### config.mk
export PLATFORM = sky130hd
export DESIGN_NAME = pipe_stall_ctl
export DESIGN_NICKNAME = d
export VERILOG_FILES = /design/src/rtl/pipe_stall_pkg.sv /design/src/rtl/src_match.sv /design/src/rtl/hazard_unit.sv /design/src/rtl/pipe_stall_ctl.sv
export SDC_FILE = /design/constraint.sdc
export NUM_CORES = 1
export LEC_CHECK = 0
export BUFFER_PORTS_ARGS = -buffer_cell sky130_fd_sc_hd__buf_2
export CORE_MARGIN = 2
export CORE_UTILIZATION = 45
export DETAILED_ROUTE_END_ITERATION = 16
export GPL_TIMING_DRIVEN = 0
export PLACE_DENSITY = 0.75
export SLEW_MARGIN = 20
export SYNTH_ARGS = -nofsm -noshare
export SYNTH_HDL_FRONTEND = slang
export SYNTH_HIERARCHICAL = 1
export SYNTH_SLANG_ARGS = --single-unit
### constraint.sdc
create_clock -name clk -period 2 [get_ports clk]
set_clock_uncertainty 0.05 [all_clocks]
set_input_delay 0.4 -clock clk [delete_from_list [all_inputs] [get_ports clk]]
set_output_delay 0.4 -clock clk [all_outputs]
set_load 0.01 [all_outputs]
### src/rtl/pipe_stall_pkg.sv
package pipe_stall_pkg;

    // Number of stages behind decode that are compared against its sources
    localparam int unsigned N_LATE = 3;

    // Slot positions of the later stages in the comparator bank
    typedef enum logic [1:0] {
        LATE_EXE = 2'd0,
        LATE_MEM = 2'd1,
        LATE_WBK = 2'd2
    } late_stage_e;

    // Control bundle handed to the datapath
    typedef struct packed {
        logic pc_hold;
        logic ifid_hold;
        logic ifid_flush;
        logic idex_bubble;
    } hz_ctl_t;

endpackage

### src/rtl/src_match.sv
module src_match #(
    parameter int unsigned IDX_W = 5,
    parameter int unsigned N     = 3
) (
    input  logic [IDX_W-1:0]        src,
    input  logic [N-1:0][IDX_W-1:0] dst,
    input  logic [N-1:0]            wr,
    output logic                    hit
);
    logic [N-1:0] per_stage;

    for (genvar g = 0; g < N; g++) begin : g_cmp
        assign per_stage[g] = wr[g] && (dst[g] == src);
    end

    // Register 0 is hard-wired and never owed by anyone
    assign hit = (src != '0) && (|per_stage);
endmodule

### src/rtl/hazard_unit.sv
module hazard_unit
    import pipe_stall_pkg::*;
#(
    parameter int unsigned IDX_W = 5
) (
    input  logic                         dec_valid,
    input  logic [IDX_W-1:0]             dec_ra,
    input  logic [IDX_W-1:0]             dec_rb,
    input  logic [N_LATE-1:0][IDX_W-1:0] late_dst,
    input  logic [N_LATE-1:0]            late_wr,
    input  logic                         exe_valid,
    input  logic                         ex_taken,
    output hz_ctl_t                      ctl
);
    localparam int unsigned N_SRC = 2;

    logic [N_SRC-1:0][IDX_W-1:0] srcs;
    logic [N_SRC-1:0]            src_hit;
    logic                        raw;
    logic                        redirect;
    logic                        stall;

    assign srcs[0] = dec_ra;
    assign srcs[1] = dec_rb;

    for (genvar s = 0; s < N_SRC; s++) begin : g_src
        src_match #(
            .IDX_W (IDX_W),
            .N     (N_LATE)
        ) i_match (
            .src (srcs[s]),
            .dst (late_dst),
            .wr  (late_wr),
            .hit (src_hit[s])
        );
    end

    always_comb begin
        raw      = dec_valid && (|src_hit);
        redirect = ex_taken && exe_valid;
        // A redirect discards the decode instruction, so its hazard is moot
        stall    = raw && !redirect;

        ctl.pc_hold     = stall;
        ctl.ifid_hold   = stall;
        ctl.ifid_flush  = redirect;
        ctl.idex_bubble = stall || redirect;
    end
endmodule

### src/rtl/pipe_stall_ctl.sv
module pipe_stall_ctl
    import pipe_stall_pkg::*;
#(
    parameter int unsigned IDX_W = 5,
    parameter int unsigned TAG_W = 8
) (
    input  logic             clk,
    input  logic             rst_n,
    input  logic             if_valid,
    input  logic [TAG_W-1:0] if_tag,
    input  logic [IDX_W-1:0] if_ra,
    input  logic [IDX_W-1:0] if_rb,
    input  logic [IDX_W-1:0] if_rd,
    input  logic             if_wen,
    input  logic             ex_taken,
    output logic             pc_hold,
    output logic             ifid_hold,
    output logic             ifid_flush,
    output logic             idex_bubble,
    output logic             exe_valid,
    output logic [TAG_W-1:0] exe_tag,
    output logic             wb_valid,
    output logic [TAG_W-1:0] wb_tag,
    output logic [IDX_W-1:0] wb_dst,
    output logic             wb_wen
);
    typedef struct packed {
        logic             valid;
        logic             wen;
        logic [IDX_W-1:0] dst;
        logic [IDX_W-1:0] ra;
        logic [IDX_W-1:0] rb;
        logic [TAG_W-1:0] tag;
    } slot_t;

    typedef struct packed {
        slot_t dec;
        slot_t exe;
        slot_t mem;
        slot_t wbk;
    } pipe_t;

    // Bubble: not valid, no write, destination 0
    localparam slot_t NOP_SLOT = '0;

    pipe_t   pipe_d, pipe_q;
    slot_t   fetch_slot;
    hz_ctl_t ctl;

    logic [N_LATE-1:0][IDX_W-1:0] late_dst;
    logic [N_LATE-1:0]            late_wr;

    always_comb begin
        late_dst[LATE_EXE] = pipe_q.exe.dst;
        late_dst[LATE_MEM] = pipe_q.mem.dst;
        late_dst[LATE_WBK] = pipe_q.wbk.dst;
        late_wr[LATE_EXE]  = pipe_q.exe.valid && pipe_q.exe.wen;
        late_wr[LATE_MEM]  = pipe_q.mem.valid && pipe_q.mem.wen;
        late_wr[LATE_WBK]  = pipe_q.wbk.valid && pipe_q.wbk.wen;
    end

    hazard_unit #(
        .IDX_W (IDX_W)
    ) i_hazard (
        .dec_valid (pipe_q.dec.valid),
        .dec_ra    (pipe_q.dec.ra),
        .dec_rb    (pipe_q.dec.rb),
        .late_dst  (late_dst),
        .late_wr   (late_wr),
        .exe_valid (pipe_q.exe.valid),
        .ex_taken  (ex_taken),
        .ctl       (ctl)
    );

    always_comb begin
        fetch_slot = NOP_SLOT;
        if (if_valid) begin
            fetch_slot.valid = 1'b1;
            fetch_slot.wen   = if_wen;
            fetch_slot.dst   = if_rd;
            fetch_slot.ra    = if_ra;
            fetch_slot.rb    = if_rb;
            fetch_slot.tag   = if_tag;
        end

        pipe_d     = pipe_q;
        pipe_d.wbk = pipe_q.mem;
        pipe_d.mem = pipe_q.exe;
        pipe_d.exe = ctl.idex_bubble ? NOP_SLOT : pipe_q.dec;
        if (ctl.ifid_flush) begin
            pipe_d.dec = NOP_SLOT;
        end else if (!ctl.ifid_hold) begin
            pipe_d.dec = fetch_slot;
        end
    end

    always_ff @(posedge clk or negedge rst_n) begin
        if (!rst_n) begin
            pipe_q <= '0;
        end else begin
            pipe_q <= pipe_d;
        end
    end

    assign pc_hold     = ctl.pc_hold;
    assign ifid_hold   = ctl.ifid_hold;
    assign ifid_flush  = ctl.ifid_flush;
    assign idex_bubble = ctl.idex_bubble;
    assign exe_valid   = pipe_q.exe.valid;
    assign exe_tag     = pipe_q.exe.tag;
    assign wb_valid    = pipe_q.wbk.valid;
    assign wb_tag      = pipe_q.wbk.tag;
    assign wb_dst      = pipe_q.wbk.dst;
    assign wb_wen      = pipe_q.wbk.wen;
endmodule

# [After elaboration in Yosys (flattened, before gate mapping)]
# Cells that the tools add are included.
[op_classes] n_eq_ne=7 n_mux=4 n_reduce_logical=21
[ops] op="25-bit 2-to-1 mux" count=4
[ops] op="5-bit equality test" count=6
[ops] op="1-bit logical AND" count=14
[ops] op="5-bit nonzero test" count=2
[ops] op="3-bit OR reduction" count=2
[ops] op="2-bit by 1-bit inequality test with 1-bit output (second input constant)" count=1
[ops] op="2-bit OR reduction" count=1
[ops] op="1-bit logical NOT" count=1
[ops] op="1-bit logical OR" count=1
[totals] reg_bits=70 output_inout_bits=28

# [Logic depth before layout (Yosys ltp)]
[depth] depth_word=9 depth_mapped=11

# [Cells and area by module]
# Netlist, hierarchy kept.
[modules_own_cells] mod="pipe_stall_ctl" cells_each=175 area_each_um2=2456.1 seq_area_each_um2=1751.7 instances=1
[modules_own_cells] mod="src_match" cells_each=24 area_each_um2=192.7 seq_area_each_um2=0.0 instances=2
[modules_own_cells] mod="hazard_unit" cells_each=7 area_each_um2=46.3 seq_area_each_um2=0.0 instances=1

# [Worst setup path before layout]
# Ideal clock, no wire load.
[synth_timing] path_kind="reg-to-reg" from="reg pipe_q[84] (netlist name)" to="reg pipe_q[83] (netlist name)" arrival_time_ns=1.953 n_path_buf=2 setup_ns=0.122 stages_incl_launch_ff=10 setup_slack_ns=-0.125 t_required_ns=1.828 cell_sequence="dfrtp_1 > or4_1 > nor2_1 > a21oi_1 > o21ai_0 > nor2_1 > buf_4 > nor2b_1 > buf_4 > a32o_1"
[synth_via] elab_chain_cells=8
[synth_rtl] element="start: declaration" line_no="pipe_stall_ctl.sv:46" source="pipe_t pipe_d, pipe_q;"
[synth_rtl] element="start signal: assignment" line_no="pipe_stall_ctl.sv:101" source="pipe_q <= pipe_d;"
[synth_rtl] element="5-bit equality test" line_no="src_match.sv:13" source="assign per_stage[g] = wr[g] && (dst[g] == src);"
[synth_rtl] element="1-bit logical AND" line_no="src_match.sv:13"
[synth_rtl] element="3-bit OR reduction" line_no="src_match.sv:17" source="assign hit = (src != '0) && (|per_stage);"
[synth_rtl] element="1-bit logical AND *" line_no="src_match.sv:17"
[synth_rtl] element="via i_hazard.src_hit[1]" line_no="hazard_unit.sv:18" source="logic [N_SRC-1:0] src_hit;"
[synth_rtl] element="2-bit OR reduction *" line_no="hazard_unit.sv:39" source="raw = dec_valid && (|src_hit);"
[synth_rtl] element="1-bit logical AND *" line_no="hazard_unit.sv:39"
[synth_rtl] element="1-bit logical AND *" line_no="hazard_unit.sv:42" source="stall = raw && !redirect;"
[synth_rtl] element="via i_hazard.stall" line_no="hazard_unit.sv:21" source="logic stall;"
[synth_rtl] element="2-bit by 1-bit inequality test with 1-bit output (no source line) *"
# The timed path passes the listed nets; every way through them passes the cells marked *.
# A chain may end at the register's enable or synchronous reset.

# [Worst setup path in the final report]
[layout_timing] from="reg pipe_q[90] (netlist name)" to="out ifid_hold"
[layout_via] elab_chain_cells=7
[layout_rtl] element="5-bit equality test" line_no="src_match.sv:13"
[layout_rtl] element="1-bit logical AND" line_no="src_match.sv:13"
[layout_rtl] element="3-bit OR reduction" line_no="src_match.sv:17"
[layout_rtl] element="1-bit logical AND *" line_no="src_match.sv:17"
[layout_rtl] element="via i_hazard.src_hit[0]" line_no="hazard_unit.sv:18"
[layout_rtl] element="2-bit OR reduction *" line_no="hazard_unit.sv:39"
[layout_rtl] element="1-bit logical AND *" line_no="hazard_unit.sv:39"
[layout_rtl] element="1-bit logical AND *" line_no="hazard_unit.sv:42"
[layout_rtl] element="end: declaration" line_no="pipe_stall_ctl.sv:17" source="output logic ifid_hold,"
# Marks and branches as above.

==> results.toml <==
[pwr]
total_leakage_power_nw = 1.91
comb_power_share_pct = 13.7
ir_drop_uv = 675
power_density_mw_per_mm2 = 911
p_clk_share_pct = 39.7
internal-power_mw = 2.64
switchingPower_mw = 0.816
switching_share_pct = 23.6
sequentialPowerShare_pct = 46.6
power_mw = 3.46

[yosys]
syn-num-nets = 258
synth_edf_count = 0
yosysSeqAreaShare_pct = 60.7
avgSynthCellArea_sq_um = 12.6
synth_top_cell_by_area = "dfrtp_1"
yosys-top-cells-area = "dfrtp_1, buf_4, xor2_1"
synth_cells = 230
synth_cell_type_count = 26
yosysWarnings = 6
async_flop_share_pct = 100
synth_area_sq_mm = 0.00289
yosys_register_bits = 70
synthFlopType = "dfrtp_1"
synth_top_area_share_pct = 60.7

[floorplan]
dieWidth_um = 84.1
rows = 29
start_util_pct = 46.0
fp.coreArea_sq_mm = 0.00628
dieArea_sq_mm = 0.00707
die_h_um = 84.1
io_pins = 56

[clock_tree]
clk_path_buf_depth = 2
cts.sink_count = 70
cts.htree.levels = 3
cts_tree = "done"
cts_buffers = 9
clkLatencyLatePin_ps = 340
cts_root_buffer = "clkbuf_8"
clkTransAtPathRegs_ps = 70

[critical_path]
critPathTopFamily = "simple AND/OR/NAND/NOR gates"
start_kind = "flop"
crit_required_ps = 1550
cp-end-kind = "output pin"
rr_worst_depth = 12
crit_arrival_ps = 2090
worstSetupPathType = "reg2out"
cp_slowest_cell = "dfrtp_2"
crit_chain = "xor2_1, nor4_2, a32oi_1, a21oi_2, o21ai_2, nor2_2, buf_6, buf_6"
crit_buf_inv = 2
r2r-start = "pipe_q[90]$_DFFE_PN0P_"
cp_slowest_stage_delay_ps = 430
cp_max_fo = 2
rr_endpoint = "pipe_q[77]$_DFFE_PN0P_"
reg2reg_slack_ps = -340
crit_path_frequent_cell = "buf_6"

[outcome]
outcome = "complete, but fails checks"
violations = "negative setup slack"

[placed_design]
pre_cts_slack_ps = -402
dp_cells = 362
globalplace.congestion = 0.872
hpwlAfterDp_um = 3800
numPortBuffers = 54

[sta]
fmax_ghz = 0.394
finalCritPeriodShare_pct = 127
hold_viol_final = 0
tightest_slew_ps = 592
slew_viol_final = 0
finalSetupTns_ps = -10570
worst_slack_ps = -537
rsz0062_at_grt = "yes"
finalSetupViolations = 43
max-slew-margin-rel_pct = 60.5
finalCriticalPeriod_ps = 2540

[layout]
fin_cells = 389
nNetsFinal = 335
drive_gt1_share_pct = 47.4
num-fill-cells = 499
diodes = 0
final_core_util_pct = 60.5
syn2layout_area_growth_pct = 31.5

[route]
vias = 1951
postRouteAntennaNets = 0
wirelength_um = 5880
drcViolationCount = 0
wl_per_cell_um = 15.1
drtIter0Drc = 153
firstDrtPassIters = 4
drt-vias-per-instance = 5.02

[global_routing]
globalRouteTotalUtil_pct = 18.0
grt_remaining_overflow = 0
antenna_found_initial = 0
grt_pass1_wl_um = 9740
grt_pass1_vias = 2025
grt_max_degree = 39

[min_path]
hold_path.class = "in2reg"
whs_endpoint = "pipe_q[95]$_DFFE_PN0P_"
min_delay_path_depth = 3
min_from = "if_rd[2]"

[job]
cap_violations = 0
==> worst max path at each step <==
stage | depth (start not counted) | endpoint | startpoint
3_5_place_dp | 11 | pipe_q[77]$_DFFE_PN0P_ | pipe_q[88]$_DFFE_PN0P_
4_1_cts | 8 | pc_hold | pipe_q[91]$_DFFE_PN0P_
3_3_place_gp | 10 | pipe_q[99]$_DFFE_PN0P_ | pipe_q[83]$_DFFE_PN0P_
2_1_floorplan | 9 | pipe_q[83]$_DFFE_PN0P_ | pipe_q[84]$_DFFE_PN0P_
6_report | 8 | ifid_hold | pipe_q[90]$_DFFE_PN0P_
5_1_grt | 8 | pc_hold | pipe_q[91]$_DFFE_PN0P_
==> cells in the mapped netlist (2+ instances only) <==
library cell	count
nor4_2	2
xor2_1	24
clkbuf_1	2
buf_6	2
or4_1	2
nor4_1	4
a32o_1	10
dfrtp_1	70
and2b_1	4
buf_2	2
nand2_1	14
nand3b_1	14
nor2_1	4
nand3_1	2
buf_4	28
xnor2_1	6
and2_1	3
a21oi_1	16
a32oi_1	2
and2_0	2
nor2b_1	12
==> cell families (layout without fill, tap and decap cells) <==
group / count (synthesis) / count (layout) / share of synthesized area [%]
and+or+nand+nor: 66 / 67 / 14.2
DFF: 70 / 70 / 60.7
xor gates and xnor gates: 30 / 30 / 9.10
AOI/OAI and AO/OA: 29 / 29 / 7.02
buffers and inverters: 34 / 115 / 8.67
muxes: 1 / 1 / 0.347
==> per-layer routing <==
metal  GRT usage [%]  vias to the layer above  routed length, um
li1                -                      913                  -
met1            23.7                      968               2550
met2            28.5                       61               2910
met3            4.85                        9                327
met4            7.04                        0                 97
met5               0                        -                  0
==> placed cells by master, fill, tap and decap left out, types with 3 or more instances in the layout <==
cell / netlist / routed
and2b_1: 4 / 4
dfrtp_2: 0 / 7
a32o_1: 10 / 10
a21oi_2: 0 / 11
nor4_2: 2 / 4
bufinv_16: 0 / 3
xor2_1: 24 / 24
nand3b_1: 14 / 14
nor2_2: 0 / 3
nor2b_4: 0 / 3
buf_2: 2 / 53
buf_4: 28 / 28
clkbuf_8: 0 / 11
nor2b_1: 12 / 10
nand2_2: 0 / 4
and2_1: 3 / 3
buf_6: 2 / 12
dfrtp_1: 70 / 63
nand2_1: 14 / 10
a21oi_1: 16 / 5
xnor2_1: 6 / 6
==> sequential cells by signal, indices dropped and copies added, names as in the netlist <==
register,flops
wb_tag,8
pipe_q,25
wb_dst,5
exe_valid,1
late_dst,10
pipe_d,11
wb_valid,1
wb_wen,1
exe_tag,8
==> through the flow <==
step | area, sq um | hold WS [ps]
after floorplan | 2890 | 54.4
after global placement | 3260 | 283
after detailed placement | 3280 | 285
after CTS | 3720 | 250
after global routing | 3800 | 267
final | 3800 | 261
==> repair_timing <==
item / 4_1_cts / 5_1_grt
pin swaps: 10 / 6
setup endpoints to repair: 38 / 43
resized for setup: 32 / 21
endpoints found under the hold margin: 32 / 0
cloned: 5 / 0
buffers inserted: 5 / 2
hold buffers: 1 / 0
==> power by group through the flow <==
stage	Clock (mW)	Sequential (mW)	Combinational, mW
floorplan	0	1.62	0.256
global placement	0	1.63	0.381
detailed placement	0	1.64	0.396
CTS	1.40	1.61	0.449
global route	1.46	1.63	0.519
finish	1.37	1.61	0.473
==> tightest hold or removal path: stages <==
cell	delay [ps]
buf_2	100
nand3b_1	60
a21oi_1	60
==> final cells by class <==
type                    count  area, sq um  area share [%]
well taps                  77         96.3            2.54
flip-flops and latches     70         1760            46.4
clock buffers              11          141            3.72
multi-input cells         127          993            26.2
plain buffers              33          272            7.15
repair buffers             66          427            11.2
clock inverters             5          106            2.80
Note: power is estimated with default switching activity, not from simulation.
